**src/rtl/led_scan_pkg.sv**
```systemverilog
// Package: shared constants and types for the LED matrix scanner.
// Assumes brightness values are 8 bits and map nibbles are 4 bits.
package led_scan_pkg;
    localparam int BRIGHT_STEPS = 255;
    localparam int NIB_W        = 4;
    typedef logic [7:0] bright_t;
    typedef struct packed {
        logic [NIB_W-1:0] row;
        logic [NIB_W-1:0] col;
    } map_entry_t;
endpackage

```
**src/rtl/scan_slot_timer.sv**
```systemverilog
// Module: counts clock cycles inside one scan slot.
// Assumes: start restarts the count at zero; the count advances only while run is high.
module scan_slot_timer #(
    parameter int PERIOD = 510,
    parameter int CNT_W  = 9
) (
    input  logic             clk,
    input  logic             rst_n,
    input  logic             run,
    input  logic             start,
    output logic [CNT_W-1:0] cnt,
    output logic             slot_end
);
    assign slot_end = run && (cnt == CNT_W'(PERIOD - 1));

    // Purpose: advance the in-slot counter and wrap it at the end of a slot.
    always_ff @(posedge clk) begin
        if (!rst_n)        cnt <= '0;
        else if (start)    cnt <= '0;
        else if (slot_end) cnt <= '0;
        else if (run)      cnt <= cnt + CNT_W'(1);
    end

    AST_CNT_BOUND: assert property (@(posedge clk) disable iff (!rst_n)
        cnt < CNT_W'(PERIOD));
    AST_SLOT_WRAP: assert property (@(posedge clk) disable iff (!rst_n)
        slot_end |=> cnt == '0);
endmodule

```
**src/rtl/scan_sequencer.sv**
```systemverilog
// Module: holds the blanking state, the current pixel index and its brightness.
// Assumes: blank_set wins over blank_clr; the memory returns data one cycle after an address.
module scan_sequencer
    import led_scan_pkg::*;
#(
    parameter int NPIX  = 8,
    parameter int IDX_W = 3
) (
    input  logic             clk,
    input  logic             rst_n,
    input  logic             blank_set,
    input  logic             blank_clr,
    input  logic             slot_end,
    input  bright_t          mem_rdata,
    output logic             run,
    output logic             lead,
    output logic             start,
    output logic [IDX_W-1:0] idx,
    output bright_t          bright,
    output logic [IDX_W-1:0] mem_addr
);
    localparam logic [IDX_W-1:0] LAST = IDX_W'(NPIX - 1);

    logic             stop;
    logic [IDX_W-1:0] nxt;

    assign start    = blank_clr && !blank_set && !run;
    assign stop     = blank_set && run;
    assign nxt      = (idx == LAST) ? '0 : idx + IDX_W'(1);
    assign mem_addr = nxt;

    // Purpose: apply blanking changes and step to the next pixel at each slot end.
    always_ff @(posedge clk) begin
        if (!rst_n) begin
            run    <= 1'b0;
            lead   <= 1'b0;
            idx    <= LAST;
            bright <= '0;
        end else if (stop) begin
            run    <= 1'b0;
            lead   <= 1'b0;
        end else if (start) begin
            run    <= 1'b1;
            lead   <= 1'b1;
            idx    <= LAST;
            bright <= '0;
        end else if (slot_end) begin
            idx    <= nxt;
            bright <= mem_rdata;
            lead   <= 1'b0;
        end
    end

    AST_IDX_WRAP: assert property (@(posedge clk) disable iff (!rst_n)
        run && slot_end && !blank_set && idx == LAST |=> idx == '0);
    AST_IDX_STEP: assert property (@(posedge clk) disable iff (!rst_n)
        run && slot_end && !blank_set && idx != LAST |=> idx == $past(idx) + IDX_W'(1));
    AST_BLANK_STOPS: assert property (@(posedge clk) disable iff (!rst_n)
        blank_set |=> !run);
    AST_START_LEAD: assert property (@(posedge clk) disable iff (!rst_n)
        !run && blank_clr && !blank_set |=> run && lead && idx == LAST);
    AST_KEEP_RUN: assert property (@(posedge clk) disable iff (!rst_n)
        run && !blank_set |=> run);
endmodule

```
**src/rtl/scan_line_driver.sv**
```systemverilog
// Module: decodes the current pixel into row and column drive levels.
// Assumes: pix_map is static while scanning; map indices beyond the line count light nothing.
module scan_line_driver
    import led_scan_pkg::*;
#(
    parameter int NPIX  = 8,
    parameter int NROWS = 4,
    parameter int NCOLS = 4,
    parameter int QUANT = 2,
    parameter int IDX_W = 3,
    parameter int CNT_W = 9
) (
    input  logic              clk,
    input  logic              rst_n,
    input  logic              run,
    input  logic              lead,
    input  logic [IDX_W-1:0]  idx,
    input  bright_t           bright,
    input  logic [CNT_W-1:0]  cnt,
    input  logic [NPIX*8-1:0] pix_map,
    input  logic [NROWS-1:0]  row_act_low,
    input  logic [NCOLS-1:0]  col_act_low,
    output logic [NROWS-1:0]  row_drv,
    output logic [NCOLS-1:0]  col_drv
);
    map_entry_t       cur;
    logic [CNT_W-1:0] pulse;
    logic             lit;
    logic             pulse_on;
    logic [NROWS-1:0] row_on;
    logic [NCOLS-1:0] col_on;

    assign cur      = map_entry_t'(pix_map[idx*8 +: 8]);
    assign pulse    = CNT_W'(bright) * CNT_W'(QUANT);
    assign lit      = run && !lead;
    assign pulse_on = lit && (cnt < pulse);

    for (genvar r = 0; r < NROWS; r++) begin : g_row
        assign row_on[r]  = lit && (cur.row == NIB_W'(r));
        assign row_drv[r] = row_on[r] ^ row_act_low[r];
    end

    for (genvar c = 0; c < NCOLS; c++) begin : g_col
        assign col_on[c]  = pulse_on && (cur.col == NIB_W'(c));
        assign col_drv[c] = col_on[c] ^ col_act_low[c];
    end

    AST_ONE_ROW: assert property (@(posedge clk) disable iff (!rst_n)
        $onehot0(row_on));
    AST_ONE_COL: assert property (@(posedge clk) disable iff (!rst_n)
        $onehot0(col_on));
    AST_COL_IN_ROW: assert property (@(posedge clk) disable iff (!rst_n)
        (col_on != '0) && (cur.row < NIB_W'(NROWS)) |-> row_on != '0);
    AST_DARK_LEAD: assert property (@(posedge clk) disable iff (!rst_n)
        lead |-> row_on == '0 && col_on == '0);
endmodule

```
**src/rtl/led_scan_matrix.sv**
```systemverilog
// Module: top of the pixel-multiplexed LED matrix scanner.
// Assumes: NPIX >= 2, NROWS and NCOLS <= 16, PERIOD fits in 16 bits,
// brightness memory has one cycle of read latency.
module led_scan_matrix
    import led_scan_pkg::*;
#(
    parameter int NPIX       = 8,
    parameter int NROWS      = 4,
    parameter int NCOLS      = 4,
    parameter int BASE_HZ    = 4080000,
    parameter int REFRESH_HZ = 1000,
    localparam int IDX_W     = $clog2(NPIX)
) (
    input  logic              clk,
    input  logic              rst_n,
    input  logic              blank_set,
    input  logic              blank_clr,
    input  logic [NPIX*8-1:0] pix_map,
    input  logic [NROWS-1:0]  row_act_low,
    input  logic [NCOLS-1:0]  col_act_low,
    output logic [IDX_W-1:0]  mem_addr,
    input  logic [7:0]        mem_rdata,
    output logic [NROWS-1:0]  row_drv,
    output logic [NCOLS-1:0]  col_drv
);
    localparam int QUANT  = BASE_HZ / (REFRESH_HZ * NPIX * BRIGHT_STEPS);
    localparam int PERIOD = BRIGHT_STEPS * QUANT;
    localparam int CNT_W  = $clog2(PERIOD + 1);

    logic             run, lead, start, slot_end;
    logic [IDX_W-1:0] idx;
    bright_t          bright;
    logic [CNT_W-1:0] cnt;

    scan_slot_timer #(.PERIOD(PERIOD), .CNT_W(CNT_W)) u_timer (
        .clk(clk), .rst_n(rst_n), .run(run), .start(start),
        .cnt(cnt), .slot_end(slot_end)
    );

    scan_sequencer #(.NPIX(NPIX), .IDX_W(IDX_W)) u_seq (
        .clk(clk), .rst_n(rst_n), .blank_set(blank_set), .blank_clr(blank_clr),
        .slot_end(slot_end), .mem_rdata(mem_rdata), .run(run), .lead(lead),
        .start(start), .idx(idx), .bright(bright), .mem_addr(mem_addr)
    );

    scan_line_driver #(
        .NPIX(NPIX), .NROWS(NROWS), .NCOLS(NCOLS), .QUANT(QUANT),
        .IDX_W(IDX_W), .CNT_W(CNT_W)
    ) u_lines (
        .clk(clk), .rst_n(rst_n), .run(run), .lead(lead), .idx(idx),
        .bright(bright), .cnt(cnt), .pix_map(pix_map),
        .row_act_low(row_act_low), .col_act_low(col_act_low),
        .row_drv(row_drv), .col_drv(col_drv)
    );

    AST_BLANK_PRIO: assert property (@(posedge clk) disable iff (!rst_n)
        blank_set && blank_clr |=> (row_drv == row_act_low) && (col_drv == col_act_low));
endmodule

```
**config.mk**
```make
export PLATFORM = sky130hd
export DESIGN_NAME = led_scan_matrix
export DESIGN_NICKNAME = d
export VERILOG_FILES = /design/src/rtl/led_scan_pkg.sv /design/src/rtl/scan_slot_timer.sv /design/src/rtl/scan_sequencer.sv /design/src/rtl/scan_line_driver.sv /design/src/rtl/led_scan_matrix.sv
export SDC_FILE = /design/constraint.sdc
export NUM_CORES = 1
export LEC_CHECK = 0
export BUFFER_PORTS_ARGS = -buffer_cell sky130_fd_sc_hd__buf_2
export CAP_MARGIN = 20
export CORE_UTILIZATION = 41
export CTS_CLUSTER_SIZE = 30
export DETAILED_ROUTE_END_ITERATION = 8
export PLACE_DENSITY = 0.77
export SYNTH_ARGS = -nofsm -noshare
export SYNTH_HDL_FRONTEND = slang
export SYNTH_SLANG_ARGS = --single-unit
```
**constraint.sdc**
```tcl
create_clock -name clk -period 1.7 [get_ports clk]
set_input_delay 0.17 -clock clk [delete_from_list [all_inputs] [get_ports clk]]
set_output_delay 0.17 -clock clk [all_outputs]
set_load 0.03 [all_outputs]
```
After elaboration in Yosys (flattened, before gate mapping)
Index checks and enable logic that the tools add are counted.
{"block": "word_totals", "regBits": 22, "in_bits": 84}
{"block": "classes", "addsub": 2, "order_cmp": 1, "n_eq_ne": 8, "shift": 1, "mux": 7, "n_bitwise": 10, "n_reduce_logical": 23}
{"cell": "variable part select 64 x 7 -> 8 bit", "n": 1}
{"cell": "== test 4 x 2 -> 1 bit (second input constant)", "n": 4}
{"cell": "two-way mux 8 bit", "n": 2}
{"cell": "logical AND 1 bit", "n": 14}
{"cell": "adder 9 x 1 -> 9 bit (second input constant)", "n": 1}
{"cell": "== test 9 bit (second input constant)", "n": 1}
{"cell": "< comparator 9 bit", "n": 1}
{"cell": "two-way mux 3 bit", "n": 3}
{"cell": "== test 4 x 1 -> 1 bit (second input constant)", "n": 2}
{"cell": "logical NOT 4 bit", "n": 2}
{"cell": "bitwise XOR 1 bit", "n": 8}
{"cell": "adder 3 x 1 -> 3 bit (second input constant)", "n": 1}
{"cell": "== test 3 bit (second input constant)", "n": 1}
{"cell": "logical NOT 1 bit", "n": 3}
{"cell": "OR reduction 3 bit", "n": 1}
{"cell": "two-way mux 1 bit", "n": 2}
{"cell": "NOT 1 bit", "n": 2}
{"cell": "AND reduction 2 bit", "n": 1}
{"cell": "nonzero test 2 bit", "n": 1}
{"cell": "OR reduction 2 bit", "n": 1}

Longest topological paths before layout
{"block": "logic_depth", "word_depth": 5, "mapped_depth": 8}

Cells and area by module
From an unflattened synthesis, not the netlist that was laid out.
{"block": "unflattened", "cells_unflattened": 194, "area_unflattened_um2": 1833.0}
{"mod": "scan_line_driver", "n_inst": 1, "cells_each": 98, "area_per_inst_um2": 820.8, "seq_area_each_um2": 0.0}
{"mod": "scan_sequencer", "n_inst": 1, "cells_each": 42, "area_per_inst_um2": 515.5, "seq_area_each_um2": 260.2}
{"mod": "scan_slot_timer", "n_inst": 1, "cells_each": 54, "area_per_inst_um2": 496.7, "seq_area_each_um2": 180.2}

Least setup slack after synthesis
No wires, ideal clock.
{"block": "synth_timing", "kind": "flip-flop to output port", "from": "reg u_seq.bright[2]", "to": "out col_drv[0]", "arrival_ps": 1937, "t_required_ps": 1530, "path_slack_ps": -407, "stages_incl_launch_ff": 9, "path_buffers": 0, "cell_sequence": "dfxtp_1 -> inv_1 -> ha_1 -> a211oi_1 -> o21ai_0 -> a21oi_1 -> nand4_1 -> nor3_1 -> xor2_1"}
{"block": "synth_via", "elab_chain_cells": 4}
{"item": "start, declared", "line": "scan_sequencer.sv:19", "text": "output bright_t bright,"}
{"item": "start signal, assigned", "line": "scan_sequencer.sv:49", "text": "bright <= mem_rdata;"}
{"item": "< comparator 9 bit", "line": "scan_line_driver.sv:36", "text": "assign pulse_on = lit && (cnt < pulse);"}
{"item": "logical AND 1 bit", "line": "scan_line_driver.sv:36"}
{"item": "logical AND 1 bit", "line": "scan_line_driver.sv:44", "text": "assign col_on[c] = pulse_on && (cur.col == NIB_W'(c));"}
{"item": "bitwise XOR 1 bit", "line": "scan_line_driver.sv:45", "text": "assign col_drv[c] = col_on[c] ^ col_act_low[c];"}
{"item": "end, declared", "line": "led_scan_matrix.sv:24", "text": "output logic [NCOLS-1:0] col_drv"}
No other way between the ends.

Worst setup path in the final report
{"block": "layout_timing", "from": "reg u_timer.cnt[6]", "to": "out col_drv[3]"}
{"block": "layout_via", "elab_chain_cells": 4}
{"item": "start, declared", "line": "scan_slot_timer.sv:11", "text": "output logic [CNT_W-1:0] cnt,"}
{"item": "start signal, assigned", "line": "scan_slot_timer.sv:21", "text": "else if (run) cnt <= cnt + CNT_W'(1);"}
{"item": "< comparator 9 bit", "line": "scan_line_driver.sv:36"}
{"item": "logical AND 1 bit", "line": "scan_line_driver.sv:36"}
{"item": "logical AND 1 bit", "line": "scan_line_driver.sv:44"}
{"item": "bitwise XOR 1 bit", "line": "scan_line_driver.sv:45"}
No other way between the ends.

==> metrics.csv <==
stage,metric,value,unit
critical_path,Reg2Reg Depth,8,
critical_path,"Data required, critical path",1.53,ns
timing,fin crit share,1.38,
routing,met2 wire len,3800,um
layout,fin cells,391,
clock_tree,clk slew on worst S/H paths,0.09,ns
yosys,Synth area leaders,"dfxtp_1 25%, mux4_1 10%, ha_1 7.7%",
critical_path,crit path kind,flip-flop to output pin,
routing,WL/cell,18.6,um
timing,achievable frequency,425,MHz
layout,most frequent cells in the layout,"83 x buf_2, 27 x nor2_1, 24 x buf_4",
critical_path,"Arr. time, crit path",2.18,ns
layout,Register Area,467,um2
critical_path,CP most frequent cell,buf_6,
timing,crit path time final,2.35,ns
place,Placed Cells,371,
clock_tree,CTS tree,done,
yosys,cell area after synthesis,1780,um2
yosys,mux cell area share after synthesis,0.146,
job,Max Cap Viol,0,
yosys,Synth cell types,42,
die,Die Span Y,67.9,um
yosys,Synth Area in Adders,0.0772,
die,Initial Util,0.436,
timing,slew at the pin closest to its max-slew limit,0.504,ns
timing,clock skew,0.0136,ns
clock_tree,CTS sink count,22,
layout,FILL cells,226,
layout,cell area after layout,3210,um2
place,DP Area,2620,um2
routing,antenna-violating nets left,0,
global_routing,vias in the first global route,2072,
critical_path,endpoint class of the critical path,output pin,
place,post-DP HPWL,4150,um
yosys,largest area contributor in the netlist,dfxtp_1,
timing,"Hold Vio Cnt, Final",0,
power_and_ir_drop,Max VDD drop,0.661,mV
yosys,Avg Inst Size Synth,8.25,um2
layout,layout cells sized above 1,0.657,
yosys,post-synthesis compound-gate area fraction,0.126,
timing,Setup WS post-layout,-0.654,ns
power_and_ir_drop,sw power,548,uW
timing,unrepaired setup endpoints after global routing,true,
yosys,Syn. warnings,0,
power_and_ir_drop,Net Sw Frac,0.335,
routing,top routing layer used,met4,
yosys,XOR/XNOR Fraction of Synth Area,0.0787,
run_status,outcome,finished with violations,
clock_tree,TritonCTS buffer count,3,
routing,met3 wire len,672,um
die,site row count,23,
timing,total negative slack,-5.31,ns
yosys,"Seq/Total Area, Yosys",0.247,
die,die span in x,67.9,um
routing,routed vias/inst,5.69,
routing,Post-Route WL,7250,um
timing,Setup-failing EPs final,20,
clock_tree,H-tree levels,1,
yosys,Synth Area in Simple Gates,0.261,
layout,Multi-input gate area,1650,um2
critical_path,peak fanout along the critical path,4,
yosys,main combinational cell family by area after synthesis,simple AND/OR/NAND/NOR gates,
critical_path,Critical Path Source Type,flip-flop,
timing,Slew HR,0.663,
global_routing,Tot GR Track Use,0.287,
yosys,post-synth top area share,0.247,
routing,TritonRoute pass-1 iters,4,
die,Ports,95,
critical_path,CP max stage delay,0.35,ns
routing,post-route DRC violation count,0,
power_and_ir_drop,Lkg Pwr,0.00142,uW
power_and_ir_drop,Comb pwr share,0.423,
yosys,synthesis-stage register bit count,22,
place,I/O Buffers,94,
power_and_ir_drop,Pwr Total,1640,uW
critical_path,critical-path cell list,ha_4 > a21oi_2 > nor2_1 > nor4_1 > nand4_1 > buf_6 > nor3_4 > xor2_2 > buf_6,
global_routing,GRT overflow,0,
hold_path,worst hold stages,3,
power_and_ir_drop,Clk pwr share,0.236,
yosys,"EDFF count, synth",0,
layout,Antenna diodes,0,
clock_tree,Clock Root Buffer,clkbuf_8,
hold_path,min-delay worst type,input pin to flip-flop,
yosys,Post-synth ARST share,0,
run_status,failing checks,setup timing,
critical_path,slowest CP cell,dfxtp_2,
global_routing,global-route wire length before repair,9600,um
place,gp weighted congestion,0.797,
die,die area,4610,um2
routing,1st-iter DRT viols,160,
routing,DR vias,2224,
die,Core Footprint,4090,um2
layout,most common library cell in the layout ignoring fill and taps,buf_2,
timing,worst hold slack,0.128,ns
yosys,cell count after synthesis,216,
yosys,dominant synthesized flop cell,dfxtp_1,
layout,post-layout net count,437,
timing,Final Max Tran Viols,0,
power_and_ir_drop,Flop pwr share,0.340,
clock_tree,hold_buf cts,0,
clock_tree,Max Buffers Root-to-Sink,2,
power_and_ir_drop,Power Density,509,nW/um2
global_routing,largest net degree at the start of global routing,23,
layout,area grow syn2layout,80.4,%
routing,wire length on met1,2410,um
yosys,synthesized net count,311,
global_routing,initial antenna violation count,0,
clock_tree,Skew-Pair Late Insertion Delay,0.28,ns
power_and_ir_drop,Internal Pwr Total,1090,uW
-- final timing paths --
path / start / endpoint / slack, ns
max: u_timer.cnt[6]$_SDFFE_PP0P_ / col_drv[3] / -0.65
min: mem_rdata[3] / u_seq.bright[3]$_SDFFE_PN0P_ / 0.13
max reg2reg: u_timer.cnt[4]$_SDFFE_PP0P_ / u_seq.idx[0]$_SDFFE_PN1P_ / -0.08
min reg2reg: u_seq.bright[1]$_SDFFE_PN0P_ / u_seq.bright[1]$_SDFFE_PN0P_ / 0.45
-- stage by stage --
stage / setup WS (ns) / utilization
4_1_cts: -0.524 / 0.717
3_5_place_dp: -0.451 / 0.642
3_3_place_gp: -0.399 / 0.642
2_1_floorplan: -0.261 / -
6_report: -0.654 / 0.787
5_1_grt: -0.778 / 0.787
-- critical path: cells and delay by family, from the launching register on --
kind	cells	cell delay, ns
buffers and inverters	2	0.32
AOI/OAI and AO/OA	1	0.12
adders and majority gates	1	0.25
xor gates and xnor gates	1	0.16
DFF	1	0.35
and+or+nand+nor	4	0.70
-- synthesized netlist by cell type, types with 4 or more instances --
cell	number
nor2_1	32
dfxtp_1	22
nand2_1	22
inv_1	14
xor2_1	13
nand3_1	12
ha_1	11
o21ai_0	11
mux4_1	7
nor3_1	7
a21oi_1	4
a31oi_1	4
buf_2	4
clkbuf_1	4
-- power groups by stage --
stage               clock [uW]  sequential [uW]  combinational (uW)
global placement             0              569                 472
CTS                        384              555                 588
finish                     386              557                 693
global route               419              559                 734
floorplan                    0              558                 298
detailed placement           0              570                 486
-- routing by layer --
layer | up-vias | global-route usage
li1 | 1013 | -
met1 | 1022 | 0.268
met2 | 141 | 0.483
met3 | 48 | 0.123
met4 | 0 | 0.237
met5 | - | 0
-- cells by family after synthesis --
family / Yosys count
multiplexers: 12
XOR/XNOR: 16
AO/OA/AOI/OAI: 33
adder cells (fa/ha/maj): 11
buffers and inverters: 25
flip-flops: 22
AND/OR/NAND/NOR: 97
-- layout make-up --
class / count / area share
flip-flops and latches: 22 / 0.145
multi-input cells: 169 / 0.514
inverters: 14 / 0.0163
clock buffers: 4 / 0.0171
well taps: 50 / 0.0195
repair buffers: 132 / 0.288
-- sequential cells by signal, indices dropped and copies added, names as in the netlist --
signal	flops
u_seq.bright	8
u_seq.idx	3
u_seq.run	1
u_timer.cnt	9
u_seq.lead	1
-- timing repair --
action                                  in CTS  in global routing
setup buffers                                6                  8
pin swaps                                   21                 38
endpoints found under the setup margin      10                 25
gates cloned                                 0                  3
resized for setup                           57                 54
(Power assumes the default switching activity.)
